File: config.mk
export PLATFORM = sky130hd
export DESIGN_NAME = uart_tx_fmt
export DESIGN_NICKNAME = d
export VERILOG_FILES = /design/src/rtl/uart_tx_pkg.sv /design/src/rtl/uart_tx_hold.sv /design/src/rtl/uart_tx_frame.sv /design/src/rtl/uart_tx_fmt.sv
export SDC_FILE = /design/constraint.sdc
export NUM_CORES = 1
export LEC_CHECK = 0
export ABC_AREA = 1
export BUFFER_PORTS_ARGS = -buffer_cell sky130_fd_sc_hd__buf_2
export CAP_MARGIN = 5
export CELL_PAD_IN_SITES_DETAIL_PLACEMENT = 0
export CELL_PAD_IN_SITES_GLOBAL_PLACEMENT = 1
export CORE_ASPECT_RATIO = 1.25
export CORE_MARGIN = 2
export CORE_UTILIZATION = 41
export DETAILED_ROUTE_END_ITERATION = 10
export PLACE_DENSITY = 0.86
export SYNTH_ARGS = -nofsm -noshare
export SYNTH_HDL_FRONTEND = slang
export SYNTH_SLANG_ARGS = --single-unit
export TNS_END_PERCENT = 10
File: constraint.sdc
create_clock -name clk -period 2 [get_ports clk]
set_input_delay 0.3 -clock clk [delete_from_list [all_inputs] [get_ports clk]]
set_output_delay 0.3 -clock clk [all_outputs]
set_load 0.005 [all_outputs]
File: src/rtl/uart_tx_pkg.sv
// Shared types for the serial transmitter.
// Assumes the format word layout is fixed by the line control input bits [5:0].
package uart_tx_pkg;

    localparam int TX_WORD_MAX = 8;

    typedef enum logic [2:0] {
        ST_IDLE,
        ST_START,
        ST_DATA,
        ST_PAR,
        ST_STOP
    } tx_state_e;

    // Frame format, packed so that it maps bit for bit onto line_ctrl[5:0].
    typedef struct packed {
        logic       stick;
        logic       even;
        logic       par_en;
        logic       stop_long;
        logic [1:0] wlen;
    } tx_fmt_t;

endpackage

File: src/rtl/uart_tx_hold.sv
// One-entry holding register in front of the shift register.
// Assumes a write and a take in the same cycle leave the new byte held.
module uart_tx_hold
    import uart_tx_pkg::*;
(
    input  logic                   clk,
    input  logic                   rst_n,
    input  logic                   wr,
    input  logic [TX_WORD_MAX-1:0] wdata,
    input  logic                   take,
    output logic                   full,
    output logic [TX_WORD_MAX-1:0] data
);

    // Track occupancy and capture the written byte.
    always_ff @(posedge clk) begin
        if (!rst_n) begin
            full <= 1'b0;
            data <= '0;
        end else begin
            if (wr) begin
                full <= 1'b1;
                data <= wdata;
            end else if (take) begin
                full <= 1'b0;
            end
        end
    end

    assert_write_fills_R7: assert property (@(posedge clk) disable iff (!rst_n)
        wr |=> full);

    assert_take_drains_R7: assert property (@(posedge clk) disable iff (!rst_n)
        (take && !wr) |=> !full);

endmodule

File: src/rtl/uart_tx_frame.sv
// Frame sequencer: start, data (LSB first), optional parity and stop bits.
// Each bit lasts OSR baud_en pulses; the format is latched when a byte loads.
// Assumes baud_en is a single-cycle pulse and OSR is even and at least 4.
module uart_tx_frame
    import uart_tx_pkg::*;
#(
    parameter int OSR = 16
) (
    input  logic                   clk,
    input  logic                   rst_n,
    input  logic                   baud_en,
    input  tx_fmt_t                fmt,
    input  logic                   pend,
    input  logic [TX_WORD_MAX-1:0] pend_data,
    output logic                   take,
    output logic                   line,
    output logic                   busy
);

    localparam int CNT_W = $clog2(2 * OSR);
    localparam int IDX_W = $clog2(TX_WORD_MAX);
    localparam logic [CNT_W-1:0] BIT_LAST = CNT_W'(OSR - 1);
    localparam logic [CNT_W-1:0] STOP_1   = CNT_W'(OSR - 1);
    localparam logic [CNT_W-1:0] STOP_15  = CNT_W'(OSR + OSR / 2 - 1);
    localparam logic [CNT_W-1:0] STOP_2   = CNT_W'(2 * OSR - 1);

    tx_state_e              state;
    logic [CNT_W-1:0]       cnt;
    logic [CNT_W-1:0]       stop_last;
    logic [TX_WORD_MAX-1:0] shreg;
    logic [IDX_W-1:0]       bit_idx;
    logic [IDX_W-1:0]       last_idx;
    logic                   par_q;
    logic                   par_en_q;
    logic                   bit_end;
    logic                   stop_done;

    // Parity over the active data bits, with stick override.
    function automatic logic par_calc(input logic [TX_WORD_MAX-1:0] d, input tx_fmt_t f);
        logic x;
        x = 1'b0;
        for (int i = 0; i < TX_WORD_MAX; i++) begin
            if (i < 5 + int'(f.wlen)) x ^= d[i];
        end
        if (f.stick) return ~f.even;
        return f.even ? x : ~x;
    endfunction

    // Pulse and transfer conditions.
    always_comb begin
        bit_end   = baud_en && (cnt == BIT_LAST);
        stop_done = (state == ST_STOP) && baud_en && (cnt == stop_last);
        take      = pend && ((state == ST_IDLE) || stop_done);
        busy      = (state != ST_IDLE);
    end

    // Line level for the current state.
    always_comb begin
        unique case (state)
            ST_START: line = 1'b0;
            ST_DATA:  line = shreg[0];
            ST_PAR:   line = par_q;
            default:  line = 1'b1;
        endcase
    end

    // Load a byte with its format, then step through the frame on baud pulses.
    always_ff @(posedge clk) begin
        if (!rst_n) begin
            state     <= ST_IDLE;
            cnt       <= '0;
            stop_last <= STOP_1;
            shreg     <= '0;
            bit_idx   <= '0;
            last_idx  <= '0;
            par_q     <= 1'b0;
            par_en_q  <= 1'b0;
        end else if (take) begin
            state     <= ST_START;
            cnt       <= '0;
            shreg     <= pend_data;
            bit_idx   <= '0;
            last_idx  <= IDX_W'(4) + IDX_W'(fmt.wlen);
            par_q     <= par_calc(pend_data, fmt);
            par_en_q  <= fmt.par_en;
            stop_last <= !fmt.stop_long ? STOP_1 : (fmt.wlen == 2'b00 ? STOP_15 : STOP_2);
        end else if (baud_en) begin
            unique case (state)
                ST_START: begin
                    cnt <= bit_end ? '0 : cnt + 1'b1;
                    if (bit_end) state <= ST_DATA;
                end
                ST_DATA: begin
                    cnt <= bit_end ? '0 : cnt + 1'b1;
                    if (bit_end) begin
                        shreg <= shreg >> 1;
                        if (bit_idx == last_idx) state <= par_en_q ? ST_PAR : ST_STOP;
                        else bit_idx <= bit_idx + 1'b1;
                    end
                end
                ST_PAR: begin
                    cnt <= bit_end ? '0 : cnt + 1'b1;
                    if (bit_end) state <= ST_STOP;
                end
                ST_STOP: begin
                    cnt <= stop_done ? '0 : cnt + 1'b1;
                    if (stop_done) state <= ST_IDLE;
                end
                default: cnt <= '0;
            endcase
        end
    end

    assert_hold_without_pulse_R2: assert property (@(posedge clk) disable iff (!rst_n)
        (state != ST_IDLE && !baud_en) |=> ($stable(cnt) && $stable(state)));

    assert_stop_bound_R3: assert property (@(posedge clk) disable iff (!rst_n)
        (state == ST_STOP) |-> (cnt <= stop_last));

    assert_start_after_take_R8: assert property (@(posedge clk) disable iff (!rst_n)
        take |=> (state == ST_START && cnt == '0));

endmodule

File: src/rtl/uart_tx_fmt.sv
// Serial transmitter top: holding register, frame sequencer and break gate.
// Assumes baud_en pulses at OSR times the bit rate, one clock wide.
module uart_tx_fmt
    import uart_tx_pkg::*;
#(
    parameter int OSR = 16
) (
    input  logic       clk,
    input  logic       rst_n,
    input  logic       baud_en,
    input  logic [6:0] line_ctrl,
    input  logic       hold_wr,
    input  logic [7:0] hold_data,
    output logic       txd,
    output logic       hold_empty,
    output logic       tx_empty
);

    tx_fmt_t                fmt;
    logic                   full;
    logic [TX_WORD_MAX-1:0] held;
    logic                   take;
    logic                   line;
    logic                   busy;

    // Decode the format field and combine status.
    always_comb begin
        fmt        = tx_fmt_t'(line_ctrl[5:0]);
        txd        = line & ~line_ctrl[6];
        hold_empty = ~full;
        tx_empty   = ~full & ~busy;
    end

    uart_tx_hold u_hold (
        .clk   (clk),
        .rst_n (rst_n),
        .wr    (hold_wr),
        .wdata (hold_data),
        .take  (take),
        .full  (full),
        .data  (held)
    );

    uart_tx_frame #(.OSR(OSR)) u_frame (
        .clk       (clk),
        .rst_n     (rst_n),
        .baud_en   (baud_en),
        .fmt       (fmt),
        .pend      (full),
        .pend_data (held),
        .take      (take),
        .line      (line),
        .busy      (busy)
    );

    assert_txe_needs_thre_R9: assert property (@(posedge clk) disable iff (!rst_n)
        tx_empty |-> hold_empty);

    assert_idle_drains_R8: assert property (@(posedge clk) disable iff (!rst_n)
        (full && !busy && !hold_wr) |=> hold_empty);

endmodule

### Yosys cells after proc, flatten, opt, wreduce, memory -nomap -nowiden

Index checks and enable logic that the tools add are counted.

* register bits after elaboration: 38
* bits of input ports: 19
* output and inout bits: 3

* $add $sub $neg: 4
* magnitude comparators: 8
* equal/unequal tests: 17
* mux-type cells: 51
* bitwise operators: 16
* reductions and logical operators: 20

Operators with widths (number)
* $lt 4x32->1 const A: 4
* $lt 3x32->1 const A: 2
* $mux 1: 34
* $lt 1x32->1 const A: 1
* $lt 2x32->1 const A: 1
* $mux 8: 4
* $mux 3: 6
* $mux 5: 3
* $ne 3x2->1 const B: 5
* $reduce_and 7->1: 2
* $pmux 3 s4: 1
* $ne 2x1->1 const B: 5
* $pmux 5 s2: 1
* $reduce_bool 2->1: 4
* $not 1->1: 7
* $xor 1x1->1: 7
* $eq 3x2->1 const B: 2
* $add 5x1->5 const B: 1
* $eq 5x4->1 const B: 1
* $eq 5x5->1: 1
* $reduce_bool 5->1: 1
* $add 3x2->4 const A: 1
* $logic_and 1x1->1: 4
* $mux 4: 1
* other kinds (16): 17

### Longest topological paths before layout

* word-level depth: 38
* gate-level depth with buffers: 14
* depth with buffers taken out: 14

### By module

From an unflattened synthesis, not the netlist that was laid out.

* cell total of the unflattened synthesis: 257
* area, all modules: 1810.5 um2

Modules (own cells, without submodules)
* uart_tx_frame: times used 1, cells an instance 215, area each 1488.9 um2, seq. area each 520.5 um2
* uart_tx_hold: times used 1, cells an instance 38, area each 304.0 um2, seq. area each 180.2 um2
* uart_tx_fmt: times used 1, cells an instance 4, area each 17.5 um2, seq. area each 0.0 um2

### Least setup slack after synthesis

No wires, ideal clock.

* path kind: register to register
* start point: register u_frame.cnt[0]
* end point: register u_frame.cnt[1]
* arrival time: 1.474 ns
* required time: 1.930 ns
* path slack: 0.456 ns
* stages on the path, launching flop included: 10
* buffers on the path: 0
* cell sequence: dfxtp_1 ha_1 nand2_1 nor2_1 ha_1 nand2_1 inv_1 o21ai_0 nand3_1 a21oi_1

* cells in the longest elaborated chain, start to end: 5

RTL lines
* start: declaration: line uart_tx_frame.sv:28 `logic [CNT_W-1:0] cnt;`
* start signal: assignment: line uart_tx_frame.sv:90 `cnt <= bit_end ? '0 : cnt + 1'b1;`
* start signal: assignment: line uart_tx_frame.sv:94 `cnt <= bit_end ? '0 : cnt + 1'b1;`
* start signal: assignment: line uart_tx_frame.sv:102 `cnt <= bit_end ? '0 : cnt + 1'b1;`
* branches (longest 5 deep; another with $add 5x1->5)

Several ways; the timed one is not identified.
A chain may end at the register's enable or synchronous reset.

### Worst setup path after layout

* start point: register u_frame.state[1]
* end point: output txd

* cells in the longest elaborated chain, start to end: 3

RTL lines
* start: declaration: line uart_tx_frame.sv:27 `tx_state_e state;`
* start signal: assignment: line uart_tx_frame.sv:97 `if (bit_idx == last_idx) state <= par_en_q ? ST_PAR : ST_STOP;`
* $eq 3x2->1 or $eq 3x1->1 (tied branches): line uart_tx_frame.sv:59 `unique case (state)`
* $pmux 1 s3 (*): line uart_tx_frame.sv:59
* $and 1x1->1 (*): line uart_tx_fmt.sv:29 `txd = line & ~line_ctrl[6];`
* end: declaration: line uart_tx_fmt.sv:14 `output logic txd,`

Mark *: on every way between the ends. The rest lies on a longest branch, timed or not.

==> run_results.csv <==
group,metric,value,unit
placement,port_buffers,21,
critical_path,max_stage_delay,0.37,ns
synth,synth.yosys.seq_area_share,0.3983,
cells_and_area,area.growth.synth_to_final,12.80,%
synth,synth_nets,264,
critical_path,crit_required,1.70,ns
floorplanning,die_area,4834,µm²
critical_path,cp_max_fo,4,
synth,yosys_register_bits,35,
routing,route.detailed.vias_per_inst,4.888,
critical_path,startpoint_type,"register",
cells_and_area,multi_input_area,887.1,µm²
clocking,clkSlewWorstSetupHoldPaths,0.07,ns
sta,fin_crit,1.802,ns
sta,grt_setup_unrepaired,"no",
sta,fin_setup_tns,0,ns
hold_path,hold-path-cell-count,3,
clocking,cts_root_buffer,"sky130_fd_sc_hd__clkbuf_8",
sta,hold_violation_count_in_the_final_report,0,
global_route,grt_overflow,0,
synth,synthCells,242,
placement,dp_hpwl,2.740,mm
floorplanning,floorplan.initialDensity,0.4292,
outcome,status,"finished clean",
clocking,clock_sink_count,35,
clocking,clk-insertion-delay-late,0.28,ns
critical_path,worst_ep_arrival_time,1.50,ns
synth,postSynthAreaPerCell,7.269,µm²
critical_path,worstRegToRegCells,11,
routing,drt_wl_total,3.580,mm
global_route,antenna_found_initial,0,
critical_path,crit_family,"simple AND/OR/NAND/NOR gates",
critical_path,register_to_register_setup_slack,0.31,ns
global_route,grtUsageTotal,0.1617,
placement,place_congestion,0.7987,
pwr,leakage,0.8652,nW
sta,slew_headroom,0.7360,
pwr,totalPowerFinal,1.629,mW
floorplanning,dieHeight,77.24,µm
critical_path,most_prevalent_standard_cell_on_the_critical_path,"sky130_fd_sc_hd__inv_1",
clocking,clock_tree.htree_level_count,2,
cells_and_area,layout.filler_cells,452,
floorplanning,floorplan.rows,26,
pwr,power.density,820.8,nW/µm²
sta,fin_worst_skew,0.004721,ns
hold_path,min_path_type,"in2reg",
routing,ant_nets,0,
synth,yosysWarningCount,0,
synth,synthesis.area,1759,µm²
global_route,grt_start_max_net_pins,18,
routing,vias,1574,
cells_and_area,drive_gt1_frac,0.1654,
sta,maxSlewViolCount,0,
sta,timing.final.crit_share,0.9008,
sta,fmaxAchievable,555.1,MHz
hold_path,whs_endpoint,"u_hold.data[6]",
global_route,global_route_wire_length_before_repair,6.334,mm
cells_and_area,number_of_nets_in_the_layout,287,
critical_path,cp_slowest_cell,"sky130_fd_sc_hd__dfxtp_1",
pwr,peakVddDrop,0.4634,mV
clocking,numCtsBuffers,5,
cells_and_area,layout.area.seq,700.7,µm²
critical_path,critPathBufInv,3,
sta,setup_viol,0,
cells_and_area,antennaDiodeCount,0,
sta,worstMarginPinSlew,0.3956,ns
synth,count_of_distinct_cell_types_in_the_synthesized_netlist,33,
critical_path,worst_r2r_startpoint,"u_frame.cnt[1]",
clocking,tritoncts,"yes",
clocking,number_of_post_cts_setup_repair_buffers,0,
global_route,via_count_of_the_first_global_routing_pass,1539,
routing,drt_first_iter_violations,45,
critical_path,timing.critical_path.to_type,"primary output",
critical_path,timing.setup.critical_path_class,"reg2out",
critical_path,timing.rr.end,"u_frame.state[0]",
floorplanning,design.core.area,4099,µm²
run,cap_violations,0,
floorplanning,boundaryPins,22,
clocking,cts-resized-gates,0,
clocking,clockBufferDepth,2,
routing,firstDrtPassIters,4,
routing,detail_route.drc_violations,0,
clocking,ctsHoldBuffers,0,
hold_path,min_from,"hold_data[6]",
routing,routedWlPerCell,11.12,µm
floorplanning,dieWidth,62.59,µm
critical_path,timing.critical_path.cells,"inv_1 > nor2_1 > inv_1 > nor2_2 > nand2_1 > a31oi_1 > buf_2",
## Yosys cell counts
cell,n,area share
sky130_fd_sc_hd__and3_1,1,0.0036
sky130_fd_sc_hd__clkbuf_1,2,0.0043
sky130_fd_sc_hd__a22oi_1,6,0.026
sky130_fd_sc_hd__o21a_1,1,0.0043
sky130_fd_sc_hd__xnor2_1,6,0.030
sky130_fd_sc_hd__nor2_2,2,0.0071
sky130_fd_sc_hd__xor2_1,1,0.0050
sky130_fd_sc_hd__nand3b_1,1,0.0043
sky130_fd_sc_hd__o21ai_1,5,0.014
sky130_fd_sc_hd__a211oi_1,2,0.0085
sky130_fd_sc_hd__ha_1,3,0.021
sky130_fd_sc_hd__inv_1,31,0.066
sky130_fd_sc_hd__o21ai_0,15,0.043
sky130_fd_sc_hd__inv_2,2,0.0043
sky130_fd_sc_hd__nor4_1,1,0.0036
sky130_fd_sc_hd__nor2_1,23,0.049
sky130_fd_sc_hd__nand4_2,1,0.0071
sky130_fd_sc_hd__nor2_4,2,0.013
sky130_fd_sc_hd__a22o_1,1,0.0050
sky130_fd_sc_hd__buf_2,1,0.0028
sky130_fd_sc_hd__nand2_1,42,0.090
sky130_fd_sc_hd__buf_6,2,0.013
sky130_fd_sc_hd__nand3_1,11,0.031
sky130_fd_sc_hd__nand4_1,2,0.0071
sky130_fd_sc_hd__nor3_1,1,0.0028
sky130_fd_sc_hd__nand2_2,4,0.014
sky130_fd_sc_hd__a21oi_1,30,0.085
sky130_fd_sc_hd__a31oi_1,2,0.0071
sky130_fd_sc_hd__inv_6,1,0.0050
sky130_fd_sc_hd__dfxtp_1,35,0.40
sky130_fd_sc_hd__buf_1,1,0.0021
sky130_fd_sc_hd__a21oi_2,2,0.010
sky130_fd_sc_hd__nand2_4,2,0.013
## per-layer routing
metal / up-vias / track usage / wire length (µm)
met4: 0 / 0.05333 / 41
met2: 24 / 0.3118 / 1885
met1: 711 / 0.1724 / 1549
met5: - / 0 / 0
met3: 2 / 0.03226 / 103
li1: 837 / - / -
## area by class of cell
cell class,count,area share
clock inverter,1,0.002522
tap,56,0.03531
multi-input combinational,167,0.4470
sequential,35,0.3531
clock buffer,7,0.03846
inverter,34,0.06683
timing repair buffer,22,0.05675
## worst min-delay path, stage by stage
cell and delay (ns):
sky130_fd_sc_hd__buf_2 0.07, sky130_fd_sc_hd__nor2_1 0.03, sky130_fd_sc_hd__nor2_1 0.08
## layout by cell type (no fill, tap or decap), types with 2 or more instances in the layout
cell | netlist | routed
sky130_fd_sc_hd__a22oi_1 | 6 | 6
sky130_fd_sc_hd__xnor2_1 | 6 | 6
sky130_fd_sc_hd__nor2_2 | 2 | 2
sky130_fd_sc_hd__nor2_1 | 23 | 23
sky130_fd_sc_hd__o21ai_0 | 15 | 15
sky130_fd_sc_hd__dfxtp_1 | 35 | 35
sky130_fd_sc_hd__nand2_4 | 2 | 2
sky130_fd_sc_hd__clkbuf_8 | 0 | 5
sky130_fd_sc_hd__a31oi_1 | 2 | 2
sky130_fd_sc_hd__a21oi_1 | 30 | 30
sky130_fd_sc_hd__nand2_2 | 4 | 4
sky130_fd_sc_hd__inv_2 | 2 | 2
sky130_fd_sc_hd__buf_2 | 1 | 21
sky130_fd_sc_hd__inv_1 | 31 | 31
sky130_fd_sc_hd__nand2_1 | 42 | 42
sky130_fd_sc_hd__ha_1 | 3 | 3
sky130_fd_sc_hd__a211oi_1 | 2 | 2
sky130_fd_sc_hd__nand4_1 | 2 | 2
sky130_fd_sc_hd__a21oi_2 | 2 | 2
sky130_fd_sc_hd__nor2_4 | 2 | 2
sky130_fd_sc_hd__nand3_1 | 11 | 11
sky130_fd_sc_hd__clkbuf_1 | 2 | 2
sky130_fd_sc_hd__o21ai_1 | 5 | 5
## registers in the layout (all words and copies together) (netlist names)
register / count
u_hold.data: 8
u_frame.state: 3
u_frame.bit_idx: 3
u_hold.full: 1
u_frame.cnt: 5
u_frame.stop_last: 2
u_frame.par_en_q: 1
u_frame.last_idx: 3
u_frame.shreg: 8
u_frame.par_q: 1
## report_power, final
group          internal, mW  total (mW)  switching, mW
clock                 0.244       0.483          0.239
combinational         0.134       0.353          0.219
sequential            0.749       0.793         0.0436
total                  1.13        1.63          0.502
## per-stage QoR
| stage | utilization | instances | worst slack [ns] | area (µm²) | hold slack, ns |
|---|---|---|---|---|---|
| after floorplan | - | 242 | 0.4561 | 1759 | 0.4290 |
| after global placement | 0.4643 | 314 | 0.3513 | 1903 | 0.4553 |
| after detailed placement | 0.4643 | 314 | 0.3290 | 1903 | 0.4586 |
| after CTS | 0.4841 | 322 | 0.1728 | 1984 | 0.2363 |
| after global routing | 0.4841 | 322 | 0.007420 | 1984 | 0.2671 |
| final | 0.4841 | 322 | 0.1984 | 1984 | 0.2390 |
## cells by family (layout without fill, tap and decap cells)
group / after synthesis / count (layout) / synth area share
AND/OR/NAND/NOR: 93 / 93 / 0.2454
flip-flops: 35 / 35 / 0.3983
buffers and inverters: 40 / 64 / 0.09744
XOR/XNOR: 7 / 7 / 0.03485
adder cells (fa/ha/maj): 3 / 3 / 0.02134
AO/OA/AOI/OAI: 64 / 64 / 0.2027
## worst max-delay path by stage
stage	slack, ns	start	to	depth (start not counted)
floorplan	0.46	u_frame.cnt[0]	u_frame.cnt[1]	9
global placement	0.35	u_frame.cnt[0]	u_frame.cnt[3]	10
detailed placement	0.33	u_frame.cnt[0]	u_frame.state[0]	11
CTS	0.17	u_frame.state[1]	txd	7
global route	0.007	u_frame.state[1]	txd	7
finish	0.20	u_frame.state[1]	txd	7
No activity file was read; power rests on OpenSTA's default activity.
